**src/rtl/fcmp_pkg.sv**
```systemverilog
package fcmp_pkg;

  typedef enum logic [2:0] {
    PR_EQ    = 3'd0,
    PR_LT    = 3'd1,
    PR_LE    = 3'd2,
    PR_UNORD = 3'd3,
    PR_NEQ   = 3'd4,
    PR_NLT   = 3'd5,
    PR_NLE   = 3'd6,
    PR_ORD   = 3'd7
  } pred_e;

  // Relation of one lane pair; eq and lt are already forced low when unordered.
  typedef struct packed {
    logic unord;
    logic eq;
    logic lt;
  } lane_rel_t;

  function automatic logic pred_eval(input lane_rel_t rel, input pred_e pred);
    logic hit;
    case (pred)
      PR_EQ:    hit = rel.eq;
      PR_LT:    hit = rel.lt;
      PR_LE:    hit = rel.lt | rel.eq;
      PR_UNORD: hit = rel.unord;
      PR_NEQ:   hit = ~rel.eq;
      PR_NLT:   hit = ~rel.lt;
      PR_NLE:   hit = ~(rel.lt | rel.eq);
      default:  hit = ~rel.unord;
    endcase
    return hit;
  endfunction

endpackage

```
**src/rtl/fcmp_rel.sv**
```systemverilog
module fcmp_rel
  import fcmp_pkg::*;
#(
  parameter int EXP_W = 8,
  parameter int MAN_W = 23
) (
  input  logic [EXP_W+MAN_W:0] a_i,
  input  logic [EXP_W+MAN_W:0] b_i,
  output lane_rel_t            rel_o
);
  localparam int W     = 1 + EXP_W + MAN_W;
  localparam int MAG_W = W - 1;

  function automatic logic is_nan(input logic [W-1:0] x);
    return (&x[W-2:MAN_W]) && (|x[MAN_W-1:0]);
  endfunction

  // Sign-magnitude ordering of two non-NaN values.
  function automatic logic mag_less(input logic [W-1:0] a, input logic [W-1:0] b,
                                    input logic both_zero);
    logic less;
    if (a[W-1] != b[W-1])   less = a[W-1] & ~both_zero;
    else if (!a[W-1])       less = a[MAG_W-1:0] < b[MAG_W-1:0];
    else                    less = a[MAG_W-1:0] > b[MAG_W-1:0];
    return less;
  endfunction

  logic nan_a, nan_b, both_zero, unord;

  always_comb begin
    nan_a     = is_nan(a_i);
    nan_b     = is_nan(b_i);
    unord     = nan_a | nan_b;
    both_zero = (a_i[MAG_W-1:0] == '0) && (b_i[MAG_W-1:0] == '0);
    rel_o.unord = unord;
    rel_o.eq    = ~unord & ((a_i == b_i) | both_zero);
    rel_o.lt    = ~unord & mag_less(a_i, b_i, both_zero);
  end

endmodule

```
**src/rtl/fcmp_mask.sv**
```systemverilog
module fcmp_mask
  import fcmp_pkg::*;
#(
  parameter int LANE_W = 32
) (
  input  lane_rel_t          rel_i,
  input  pred_e              pred_i,
  output logic [LANE_W-1:0]  mask_o
);
  always_comb mask_o = {LANE_W{pred_eval(rel_i, pred_i)}};
endmodule

```
**src/rtl/packed_fcmp_mask.sv**
```systemverilog
module packed_fcmp_mask
  import fcmp_pkg::*;
#(
  parameter int LANES = 4,
  parameter int EXP_W = 8,
  parameter int MAN_W = 23
) (
  input  logic                                clk,
  input  logic                                rst,
  input  logic                                in_valid,
  input  logic [LANES*(1+EXP_W+MAN_W)-1:0]    dst_i,
  input  logic [LANES*(1+EXP_W+MAN_W)-1:0]    src_i,
  input  logic [7:0]                          imm_i,
  input  logic                                scalar_i,
  output logic [LANES*(1+EXP_W+MAN_W)-1:0]    res_o,
  output logic                                res_valid_o
);
  localparam int LANE_W = 1 + EXP_W + MAN_W;
  localparam int VEC_W  = LANES * LANE_W;

  pred_e     pred;
  lane_rel_t lane_rel [LANES];
  logic [LANES-1:0][LANE_W-1:0] lane_mask;
  logic [VEC_W-1:0] next_res;

  assign pred = pred_e'(imm_i[2:0]);

  for (genvar k = 0; k < LANES; k++) begin : g_lane
    fcmp_rel #(.EXP_W(EXP_W), .MAN_W(MAN_W)) u_rel (
      .a_i   (dst_i[k*LANE_W +: LANE_W]),
      .b_i   (src_i[k*LANE_W +: LANE_W]),
      .rel_o (lane_rel[k])
    );
    fcmp_mask #(.LANE_W(LANE_W)) u_mask (
      .rel_i  (lane_rel[k]),
      .pred_i (pred),
      .mask_o (lane_mask[k])
    );
    if (k == 0) begin : g_low
      assign next_res[LANE_W-1:0] = lane_mask[0];
    end else begin : g_high
      assign next_res[k*LANE_W +: LANE_W] =
        scalar_i ? dst_i[k*LANE_W +: LANE_W] : lane_mask[k];
    end
  end

  always_ff @(posedge clk) begin
    if (rst) begin
      res_o       <= '0;
      res_valid_o <= 1'b0;
    end else begin
      res_valid_o <= in_valid;
      if (in_valid) res_o <= next_res;
    end
  end

  // valid flag tracks the strobe with one cycle of latency
  a_r8_valid_follows: assert property (@(posedge clk) disable iff (rst)
    in_valid |=> res_valid_o);
  a_r8_valid_drops: assert property (@(posedge clk) disable iff (rst)
    !in_valid |=> !res_valid_o);
  a_r8_hold: assert property (@(posedge clk) disable iff (rst)
    !in_valid |=> $stable(res_o));

  // scalar mode passes destination upper lanes through
  a_r4_scalar_upper: assert property (@(posedge clk) disable iff (rst)
    (in_valid && scalar_i) |=> res_o[VEC_W-1:LANE_W] == $past(dst_i[VEC_W-1:LANE_W]));

  // lane 0 is always a full mask of one polarity
  a_r3_lane0_mask: assert property (@(posedge clk) disable iff (rst)
    res_valid_o |-> (res_o[LANE_W-1:0] == '0 || res_o[LANE_W-1:0] == '1));

  // unordered pair forces the ordered-type predicates false, the rest true
  a_r5_unord_false: assert property (@(posedge clk) disable iff (rst)
    (in_valid && lane_rel[0].unord && !imm_i[2] && imm_i[1:0] != 2'd3)
      |=> res_o[LANE_W-1:0] == '0);
  a_r5_unord_true: assert property (@(posedge clk) disable iff (rst)
    (in_valid && lane_rel[0].unord && imm_i[2] && imm_i[1:0] != 2'd3)
      |=> res_o[LANE_W-1:0] == '1);

  // relation decisions are mutually exclusive
  a_r10_rel_exclusive: assert property (@(posedge clk) disable iff (rst)
    in_valid |-> $countones({lane_rel[0].eq, lane_rel[0].lt, lane_rel[0].unord}) <= 1);

  // equal predicate on an equal pair yields all ones
  a_r1_eq_hit: assert property (@(posedge clk) disable iff (rst)
    (in_valid && pred == PR_EQ && lane_rel[0].eq) |=> res_o[LANE_W-1:0] == '1);

endmodule

```
**config.mk**
```make
export PLATFORM = sky130hd
export DESIGN_NAME = packed_fcmp_mask
export DESIGN_NICKNAME = d
export VERILOG_FILES = /design/src/rtl/fcmp_pkg.sv /design/src/rtl/fcmp_rel.sv /design/src/rtl/fcmp_mask.sv /design/src/rtl/packed_fcmp_mask.sv
export SDC_FILE = /design/constraint.sdc
export NUM_CORES = 1
export LEC_CHECK = 0
export BUFFER_PORTS_ARGS = -buffer_cell sky130_fd_sc_hd__buf_2
export CAP_MARGIN = 0
export CORE_AREA = 2 2 154 156
export CTS_BUF_LIST = sky130_fd_sc_hd__clkbuf_16
export DETAILED_ROUTE_END_ITERATION = 7
export DIE_AREA = 0 0 156 158
export GPL_TIMING_DRIVEN = 0
export HOLD_SLACK_MARGIN = 0.05
export PLACE_DENSITY_LB_ADDON = 0.2
export SYNTH_ARGS = -nofsm -noshare
export SYNTH_HDL_FRONTEND = slang
export SYNTH_SLANG_ARGS = --single-unit
```
**constraint.sdc**
```tcl
create_clock -name clk -period 3 [get_ports clk]
set_clock_uncertainty 0.05 [all_clocks]
set_input_delay 0 -clock clk [delete_from_list [all_inputs] [get_ports clk]]
set_output_delay 0 -clock clk [all_outputs]
set_load 0.005 [all_outputs]
```
==> qor.yml, run 1 <==
fin_nets: 1982
synth_simple_gate_area_share_pct: 24.7
grt_pass1_wl_um: 48900
ctsRootBufferMaster: "clkbuf_16"
drc: 0
ioPinCount: 397
cts.sinks: 98
rr_endpoint: "res_o[31]$_SDFFE_PP0P_"
outcome: "finished clean"
synth_warnings: 0
clkTransAtPathRegs_ns: 0.08
die_x_um: 156
slew_viol_final: 0
place_congestion: 0.902
worst_ep_arrival_time_ns: 3.16
ys_seq_elements: 98
drive_above_1_share_pct: 35.4
regToRegSetupSlack_ns: 1.52
critPathKind: "input pin to flip-flop"
setup_viol: 0
synth_fp_nets: 1488
grt_pass1_vias: 9721
p_int_w: 0.00274
crit_family: "compound AO/OA/AOI/OAI gates"
synthArstFlopShare_pct: 0
synthCells: 1096
p_clk_share_pct: 28.5
cts_tree: "built"
post-route-worst-setup-slack_ns: 0.0570
placed_cell_area_um2: 11100
dr.pass1.iters: 5
worstHoldPathType: "input pin to flip-flop"
hp-start: "in_valid"
synth_edf_count: 0
min_period_ns: 2.94
slowest_stage: "dlygate4sd3_1"
powerDensity_nw_per_um2: 335
wirelength_um: 32000
yosys_most_used_dff: "dfxtp_1"
drt_iter0_drc: 487
avgRoutedWirePerCell_um: 17.0
period_share_pct: 98.1
start_util_pct: 38.3
dp_cells: 1775
switchingPower_w: 0.00147
fp.dieArea_um2: 24600
vdd_ir_drop_max_uv: 244
worst-endpoint-required_ns: 3.21
tightest_slew_ns: 1.08
hold_depth: 4
cap_violations: 0
grt_overflow_total: 0
worstPathCellList: "dlygate4sd3_1 > buf_2 > ha_1 > a21oi_2 > o21ai_1 > a221o_1 > a211o_1 > or4_1 > nand3_2 > mux2i_4 > o21ai_4 > buf_12 > buf_12 > a311oi_2"
switching_share_pct: 34.9
worstReg2RegStart: "res_o[31]$_SDFFE_PP0P_"
die_height_um: 158
hpwlAfterDp_um: 25600
ant_nets: 0
synth-adder-area-share_pct: 17.6
core_um2: 23100
most-common-layout-cells: "buf_2 (404), inv_1 (132), ha_1 (116)"
cp_common_cell: "buf_12"
num_vias: 10100
synthXorXnorAreaFrac_pct: 0.397
portBuffers: 389
synth-compound-area-share_pct: 22.9
path_buf_inv: 4
synthesis.area_um2: 8820
grt_use_total_pct: 24.9
end_kind: "flip-flop"
reg2reg_depth: 2
synth_top_area_share_pct: 22.2
final_common_cell: "buf_2"
p_total_w: 0.00421
combinationalPowerShare_pct: 36.3
yosysSeqAreaShare_pct: 22.2
start_kind: "input pin"
htree_levels: 3
syn-mean-instance-area_um2: 8.05
fmax_mhz: 340
clkLatencyLatePin_ns: 0.35
synth_area_leaders: "dfxtp_1 (22%), ha_1 (18%), a311oi_2 (10%), inv_1 (5.6%), nand2_1 (4.4%)"
design_area_um2: 12600
fill_cells: 2215
rows: 56
cp_max_fo: 10
antenna_found_initial: 2
max_stage_delay_ns: 0.54
synth_top_family_by_area: "simple AND/OR/NAND/NOR gates"
cts_max_path_buffers: 2
synth_cell_types: 70
hold_viol: 0
hold_path_end: "res_o[32]$_SDFFE_PP0P_"
slew_headroom_pct: 28.1
vias_per_cell: 5.36
syn_to_final_growth_pct: 42.6
numCtsBuffers: 9
pwr-share-seq_pct: 35.1
grt_max_degree: 34
leakagePower_nw: 6.19
synthMuxAreaShare_pct: 0.709
synth_area_leader_cell: "dfxtp_1"
stdcell_count: 1886
pre_cts_slack_ns: -0.363
power by group through the flow:
stage	Combinational, W	Sequential (W)	Clock [W]
6_report	0.00153	0.00148	0.00120
5_1_grt	0.00169	0.00149	0.00129
4_1_cts	0.00149	0.00148	0.00123
3_5_place_dp	0.00139	0.00151	0
3_3_place_gp	0.00137	0.00151	0
2_1_floorplan	0.000772	0.00151	0
state kept, by name (all words and copies together), names as in the netlist:
signal and flops:
res_o 97, res_valid_o 1
metal layers:
metal,wire length (um),GRT usage (%),vias up
li1,-,-,5019
met1,14000,30.6,4664
met2,15500,44.4,388
met3,2070,4.79,39
met4,507,6.82,2
met5,20,0,-
stage by stage:
stage | TNS, ns | hold slack, ns | utilization (%)
after detailed placement | -14.81 | 0.266 | 48.3
after global routing | -0.0104 | 0.151 | 54.5
after floorplan | 0 | 0.112 | -
final | 0 | 0.127 | 54.5
after CTS | 0 | 0.129 | 53.8
after global placement | -14.35 | 0.260 | 48.3
final cells by class:
cell class	instances	area (um^2)	share of cell area, %
multi-input cells	784	6000	47.7
repair buffers	483	2930	23.3
flip-flops and latches	98	1960	15.6
plain buffers	82	519	4.13
inverters	132	495	3.94
well taps	290	363	2.89
clock buffers	9	225	1.79
clock inverters	7	81.3	0.647
diodes	1	2.50	0.0199
cells by family (layout without fill, tap and decap cells):
group | Yosys count | count (layout)
AOI/OAI and AO/OA | 230 | 230
xor gates and xnor gates | 4 | 4
adders and majority gates | 124 | 124
buffers and inverters | 214 | 713
DFF | 98 | 98
muxes | 5 | 5
other | 0 | 1
and+or+nand+nor | 421 | 421
timing repair:
item | 4_1_cts | 5_1_grt
resized for setup | 1 | 25
setup buffers | 0 | 3
hold buffers | 96 | 0
hold endpoints to repair | 96 | 0
pin swaps | 0 | 9
endpoints found under the setup margin | 2 | 62
worst max-delay path by stage:
stage                           from                 endpoint  slack (ns)  depth (start not counted)
after floorplan           src_i[125]  res_o[115]$_SDFFE_PP0P_        0.43                         12
after global placement     src_i[90]   res_o[85]$_SDFFE_PP0P_       -0.38                         13
after detailed placement   src_i[90]   res_o[87]$_SDFFE_PP0P_       -0.36                         13
after CTS                 dst_i[112]  res_o[106]$_SDFFE_PP0P_       0.008                         12
after global routing      dst_i[115]  res_o[106]$_SDFFE_PP0P_       -0.01                         14
final                     dst_i[115]  res_o[106]$_SDFFE_PP0P_        0.06                         14
worst register-to-register path, cell delays in order, from the launching register on:
cell and delay (ns):
dfxtp_1 1.03, nand2b_1 0.11, o221ai_1 0.21
synthesized netlist by cell type, drive strengths merged, types with 2 or more instances:
cell / number
o22ai: 33
inv: 132
o31a: 2
and2: 6
nor2: 96
o31ai: 5
nand2: 103
xor2: 2
nand3: 18
o32a: 2
o21a: 3
a211o: 3
a2111oi: 3
or2: 3
clkbuf: 23
ha: 124
nand4: 51
or4: 2
buf: 58
a311oi: 64
a221o: 2
or3: 2
o211ai: 3
nand3b: 6
mux2i: 5
o21ai: 22
nor4: 64
a211oi: 6
a221oi: 4
nor3: 49
a21boi: 4
a31oi: 2
o41ai: 2
and3: 4
a21o: 4
a21oi: 60
nor3b: 2
dfxtp: 98
xnor2: 2
and4: 5
nand2b: 5
(Power assumes the default switching activity.)
==> inputs of run 2 (changes only) <==
Settings changed: BUFFER_PORTS_ARGS -buffer_cell sky130_fd_sc_hd__buf_2 to unset, DONT_BUFFER_PORTS set to 1.
==> run 2 against run 1 <==
Routed wire length is 3.8% lower; combinational power shrank 29%; sequential share of layout area rose by 3.0 points; worst setup slack better by 0.15 ns; sequential power grew 3%; global-route usage decreased by 1.1 points; sequential cell count unchanged; first-iteration DRC count is 2.1% higher; die area did not move; non-clock buffer count shrank 377; cell count shrank 20%; critical path type unchanged; critical endpoint is now res_o[117]$_SDFFE_PP0P_; highest routed layer is now met4.
==> qor.yml, run 2 (synthesis gave the netlist of run 1 again) <==
hpwlAfterDp_um: 24200  # was 25600 um
slew_viol_final: 0  # unchanged
powerDensity_nw_per_um2: 361  # was 335 nW/um^2
tightest_slew_ns: 1.17  # was 1.08 ns
design_area_um2: 10600  # was 12600 um^2
grt_pass1_vias: 8649  # was 9721
clkTransAtPathRegs_ns: 0.08  # about the same
post-route-worst-setup-slack_ns: 0.208  # was 0.0570 ns
switching_share_pct: 33.5  # was 34.9%
regToRegSetupSlack_ns: 1.43  # was 1.52 ns
grt_overflow_total: 0  # unchanged
largest_reg_flops: 97  # unchanged
rr_endpoint: "res_o[31]$_SDFFE_PP0P_"  # unchanged
syn_to_final_growth_pct: 19.7  # was 42.6%
die_height_um: 158  # unchanged
num_vias: 8720  # was 10100
fin_setup_tns_ns: 0  # unchanged
place_congestion: 0.875  # was 0.902
dr.pass1.iters: 5  # unchanged
setup_viol: 0  # unchanged
pre_cts_slack_ns: -0.316  # was -0.363 ns
fmax_mhz: 358  # was 340 MHz
leakagePower_nw: 4.54  # was 6.19 nW
vdd_ir_drop_max_uv: 232  # was 244 uV
clkLatencyLatePin_ns: 0.36  # was 0.35 ns
antenna_found_initial: 0  # was 2
ctsRootBufferMaster: "clkbuf_16"  # unchanged
top_layer: "met4"  # was met5
wl_met2_um: 14800  # was 15500 um
outcome: "finished clean"  # unchanged
crit_family: "compound AO/OA/AOI/OAI gates"  # unchanged
drive_above_1_share_pct: 13.4  # was 35.4%
rows: 56  # unchanged
p_clk_share_pct: 31.6  # was 28.5%
slew_headroom_pct: 22.1  # was 28.1%
multi_input_area_um2: 5850  # was 6000 um^2
drc: 0  # unchanged
drt_iter0_drc: 497  # was 487
combinationalPowerShare_pct: 28.3  # was 36.3%
ioPinCount: 397  # unchanged
rsz0062_at_grt: "no"
fill_cells: 2304  # was 2215
cp_max_fo: 5  # was 10
htree_levels: 3  # unchanged
grt_use_total_pct: 23.8  # was 24.9%
end_kind: "flip-flop"  # unchanged
final_common_cell: "inv_1"  # was buf_2
cts.sinks: 98  # unchanged
n_antenna_cell: 0  # was 1
wl_met1_um: 12700  # was 14000 um
wirelength_um: 30800  # was 32000 um
most-common-layout-cells: "inv_1 (132), ha_1 (124), nand2_1 (103), dlygate4sd3_1 (103), dfxtp_1 (98)"  # was buf_2 (404), inv_1 (132), ha_1 (116)
cts_tree: "built"  # unchanged
whs_ns: 0.0563  # was 0.127 ns
fin_nets: 1605  # was 1982
portBuffers: 0  # was 389
start_util_pct: 38.3  # unchanged
reg2reg_depth: 2  # unchanged
die_x_um: 156  # unchanged
core_um2: 23100  # unchanged
switchingPower_w: 0.00127  # was 0.00147 W
worstPathCellList: "inv_1 > ha_1 > a21oi_2 > nand2_1 > a221o_1 > a211o_1 > or4_1 > nand3_1 > mux2i_4 > o21ai_4 > a311oi_1 > dlygate4sd3_1"  # was dlygate4sd3_1 > buf_2 > ha_1 > a21oi_2 > o21ai_1 > a221o_1 > a211o_1 > or4_1 > nand3_2 > mux2i_4 > o21ai_4 > buf_12 > buf_12 > a311oi_2
period_share_pct: 93.1  # was 98.1%
grt_max_degree: 34  # unchanged
pwr-share-seq_pct: 40.0  # was 35.1%
critPathKind: "input pin to flip-flop"  # unchanged
avgRoutedWirePerCell_um: 20.4  # was 17.0 um
hp-start: "scalar_i"  # was in_valid
grt_pass1_wl_um: 45900  # was 48900 um
hold_depth: 3  # was 4
cts_max_path_buffers: 2  # unchanged
cap_violations: 0  # unchanged
max_stage_delay_ns: 0.58  # was 0.54 ns
placed_cell_area_um2: 9180  # was 11100 um^2
p_int_w: 0.00253  # was 0.00274 W
worstReg2RegStart: "res_o[31]$_SDFFE_PP0P_"  # unchanged
start_kind: "input pin"  # unchanged
hold_path_end: "res_o[118]$_SDFFE_PP0P_"  # was res_o[32]$_SDFFE_PP0P_
worstHoldPathType: "input pin to flip-flop"  # unchanged
hold_viol: 0  # unchanged
worst-endpoint-required_ns: 3.26  # was 3.21 ns
slowest_stage: "dlygate4sd3_1"  # unchanged
largestRegisters: "res_o (97), res_valid_o (1)"  # unchanged
routed-wl-met3_um: 2650  # was 2070 um
vias_per_cell: 5.78  # was 5.36
worst_ep_arrival_time_ns: 3.05  # was 3.16 ns
ant_nets: 0  # unchanged
top_register: "res_o"  # unchanged
final-seq-area_um2: 1960  # unchanged
fp.dieArea_um2: 24600  # unchanged
min_period_ns: 2.79  # was 2.94 ns
numCtsBuffers: 9  # unchanged
path_buf_inv: 2  # was 4
## run 2: how the worst max path moves through the flow
stage,startpoint,to,slack [ns],cells after the start
2_1_floorplan,src_i[125],res_o[115]$_SDFFE_PP0P_,0.43,12
3_3_place_gp,src_i[90],res_o[82]$_SDFFE_PP0P_,-0.33,12
3_5_place_dp,src_i[90],res_o[88]$_SDFFE_PP0P_,-0.32,12
4_1_cts,src_i[90],res_o[82]$_SDFFE_PP0P_,0.07,12
5_1_grt,src_i[106],res_o[117]$_SDFFE_PP0P_,0.08,10
6_report,src_i[125],res_o[117]$_SDFFE_PP0P_,0.21,12
## run 2: power groups by stage
stage / Clock [W] / Combinational [W] / Sequential, W
after floorplan: 0 / 0.000772 / 0.00151
after global placement: 0 / 0.000930 / 0.00155
after detailed placement: 0 / 0.000943 / 0.00155
after CTS: 0.00124 / 0.00107 / 0.00152
after global routing: 0.00129 / 0.00121 / 0.00154
final: 0.00120 / 0.00108 / 0.00152
## run 2: layout make-up
| type | instances | share of cell area (%) |
|---|---|---|
| multi-input cells | 784 | 55.5 |
| well taps | 290 | 3.44 |
| repair buffers | 106 | 9.98 |
| flip-flops and latches | 98 | 18.6 |
| clock buffers | 9 | 2.13 |
| inverters | 132 | 4.70 |
| clock inverters | 7 | 0.759 |
| plain buffers | 82 | 4.92 |
## run 2: worst register-to-register path: stages, from the launching register on
cell and delay [ns]:
dfxtp_1 1.09, nand2b_1 0.14, o221ai_1 0.21
## run 2: metal layers
metal / GRT usage [%] / vias up
met4: 7.12 / 0
li1: - / 4277
met5: 0 / -
met2: 41.8 / 359
met3: 6.76 / 50
met1: 28.2 / 4034
## run 2: per-stage QoR
stage,util (%),std cells,total power (W)
final,45.8,1508,0.00381
after detailed placement,39.8,1386,0.00250
after floorplan,-,1096,0.00228
after global routing,45.8,1508,0.00404
after global placement,39.8,1386,0.00248
after CTS,45.6,1505,0.00383
## run 2: repair_timing
action	in CTS	in global routing
endpoints found under the hold margin	96	0
hold buffers	103	0
endpoints found under the setup margin	0	31
buffers inserted	0	3
resized for setup	0	2
==> inputs of run 3 (changes only) <==
Clock period 3 ns to 2.5 ns, I/O delays scaled along.
==> run 3 against run 2 <==
Worst setup slack got worse by 0.091 ns; core utilization increased by 0.39 points; first-iteration DRC count decreased by 8.7%; design area increased by 0.85%; global-route usage increased by 0.65 points; clock-buffer cell count unchanged; critical endpoint is now res_o[85]$_SDFFE_PP0P_; largest power group unchanged.
==> qor.yml, run 3 (synthesis gave the netlist of run 1 again) <==
outcome: "finished clean"  # unchanged
design_area_um2: 10600  # about the same
fmax_mhz: 420
grt_use_total_pct: 24.5  # was 23.8%
final_util_pct: 46.2  # was 45.8%
grt_overflow_total: 0  # unchanged
num_vias: 8876  # was 8720
placed_cell_area_um2: 9200  # was 9180 um^2
pwr-share-seq_pct: 39.7  # was 40.0%
n_antenna_cell: 0  # unchanged
critPathKind: "input pin to flip-flop"  # unchanged
p_int_w: 0.00305  # was 0.00253 W
die_x_um: 156  # unchanged
leakagePower_nw: 4.57  # was 4.54 nW
clkTransAtPathRegs_ns: 0.08  # about the same
end_kind: "flip-flop"  # unchanged
tightest_slew_ns: 1.05  # was 1.17 ns
grt_pass1_wl_um: 47200  # was 45900 um
drt_iter0_drc: 454  # was 497
largestRegisters: "res_o (97), res_valid_o (1)"  # unchanged
worst-endpoint-required_ns: 2.73  # was 3.26 ns
cts_tree: "built"  # unchanged
cap_violations: 0  # unchanged
final_common_cell: "inv_1"  # unchanged
fill_cells: 2329  # was 2304
place_congestion: 0.919  # was 0.875
vias_per_cell: 5.88  # was 5.78
wirelength_um: 31600  # was 30800 um
die_height_um: 158  # unchanged
grt_max_degree: 34  # unchanged
most-common-layout-cells: "inv_1 (132), ha_1 (123), nand2_1 (103)"  # was inv_1 (132), ha_1 (124), nand2_1 (103), dlygate4sd3_1 (103), dfxtp_1 (98)
grt_pass1_vias: 8752  # was 8649
drc: 0  # unchanged
numCtsBuffers: 9  # unchanged
htree_levels: 3  # unchanged
portBuffers: 0  # unchanged
cp_max_fo: 10  # was 5
pre_cts_slack_ns: -0.615  # was -0.316 ns
switchingPower_w: 0.00155  # was 0.00127 W
worst_ep_arrival_time_ns: 2.61  # was 3.05 ns
fin_nets: 1607  # was 1605
setup_viol: 0  # unchanged
hpwlAfterDp_um: 24600  # was 24200 um
start_util_pct: 38.3  # unchanged
fp.dieArea_um2: 24600  # unchanged
top_register: "res_o"  # unchanged
start_kind: "input pin"  # unchanged
ioPinCount: 397  # unchanged
period_share_pct: 95.3
min_period_ns: 2.38
fin_setup_tns_ns: 0  # unchanged
vdd_ir_drop_max_uv: 265  # was 232 uV
syn_to_final_growth_pct: 20.7  # was 19.7%
slew_viol_final: 0  # unchanged
antenna_found_initial: 0  # unchanged
dr.pass1.iters: 5  # unchanged
rsz0062_at_grt: "yes"  # was no
drive_above_1_share_pct: 14.2  # was 13.4%
ctsRootBufferMaster: "clkbuf_16"  # unchanged
ant_nets: 0  # unchanged
powerDensity_nw_per_um2: 433  # was 361 nW/um^2
cts_max_path_buffers: 2  # unchanged
cts.sinks: 98  # unchanged
avgRoutedWirePerCell_um: 20.9  # was 20.4 um
core_um2: 23100  # unchanged
worstHoldPathType: "input pin to flip-flop"  # unchanged
hold_viol: 0  # unchanged
slew_headroom_pct: 29.6  # was 22.1%
rows: 56  # unchanged
combinationalPowerShare_pct: 28.6  # was 28.3%
whs_ns: 0.0526  # was 0.0563 ns
post-route-worst-setup-slack_ns: 0.117  # was 0.208 ns
largest_reg_flops: 97  # unchanged
p_clk_share_pct: 31.7  # was 31.6%
clkLatencyLatePin_ns: 0.35  # was 0.36 ns
switching_share_pct: 33.7  # was 33.5%
[run 3: repair_timing]
| action | in CTS | in global routing |
|---|---|---|
| endpoints found under the setup margin | 61 | 90 |
| resized for setup | 2 | 12 |
| setup buffers | 4 | 2 |
| hold buffers | 102 | 0 |
| pin swaps | 1 | 3 |
| endpoints found under the hold margin | 96 | 0 |
[run 3: path summary, 6_finish.rpt]
| check | depth (start not counted) | slack, ns | endpoint | start |
|---|---|---|---|---|
| worst max-delay path | 13 | 0.12 | res_o[85]$_SDFFE_PP0P_ | src_i[66] |
| worst min-delay path | 3 | 0.05 | res_o[118]$_SDFFE_PP0P_ | scalar_i |
| worst max register to register | 2 | 1.03 | res_o[31]$_SDFFE_PP0P_ | res_o[31]$_SDFFE_PP0P_ |
| worst min register to register | 2 | 0.49 | res_o[65]$_SDFFE_PP0P_ | res_o[65]$_SDFFE_PP0P_ |
[run 3: critical path: stages]
cell and delay (ns):
inv_1 0.02, ha_1 0.30, a21oi_1 0.13, a21oi_1 0.08, o31a_1 0.30, o41ai_2 0.38, a21oi_1 0.14, nor3_2 0.11
buf_4 0.16, mux2i_1 0.22, o2111ai_2 0.25, buf_4 0.28, a311oi_2 0.23
[run 3: power by group through the flow]
stage	logic [W]	clock network, W	registers [W]
after global placement	0.00112	0	0.00186
final	0.00132	0.00146	0.00183
after detailed placement	0.00113	0	0.00186
after global routing	0.00148	0.00156	0.00184
after floorplan	0.000931	0	0.00181
after CTS	0.00130	0.00149	0.00183
[run 3: final cells by class]
cell class,count,area [um^2],area share [%]
clock inverters,7,80.1,0.752
inverters,132,495,4.66
repair buffers,108,1080,10.1
plain buffers,82,536,5.03
well taps,290,363,3.41
flip-flops and latches,98,1960,18.4
clock buffers,9,225,2.12
multi-input cells,784,5900,55.5
[run 3: layer usage]
metal  vias up  share of wire (%)  global-route usage, %
li1       4263                  -                      -
met1      4199                 40                   28.1
met5         -                  0                      0
met3        40                9.0                   7.39
met4         0                1.7                   5.99
met2       374                 50                   44.4
[run 3: through the flow]
stage	cells	total power (W)
6_report	1510	0.00460
5_1_grt	1510	0.00488
4_1_cts	1508	0.00462
3_5_place_dp	1386	0.00300
3_3_place_gp	1386	0.00298
2_1_floorplan	1096	0.00274
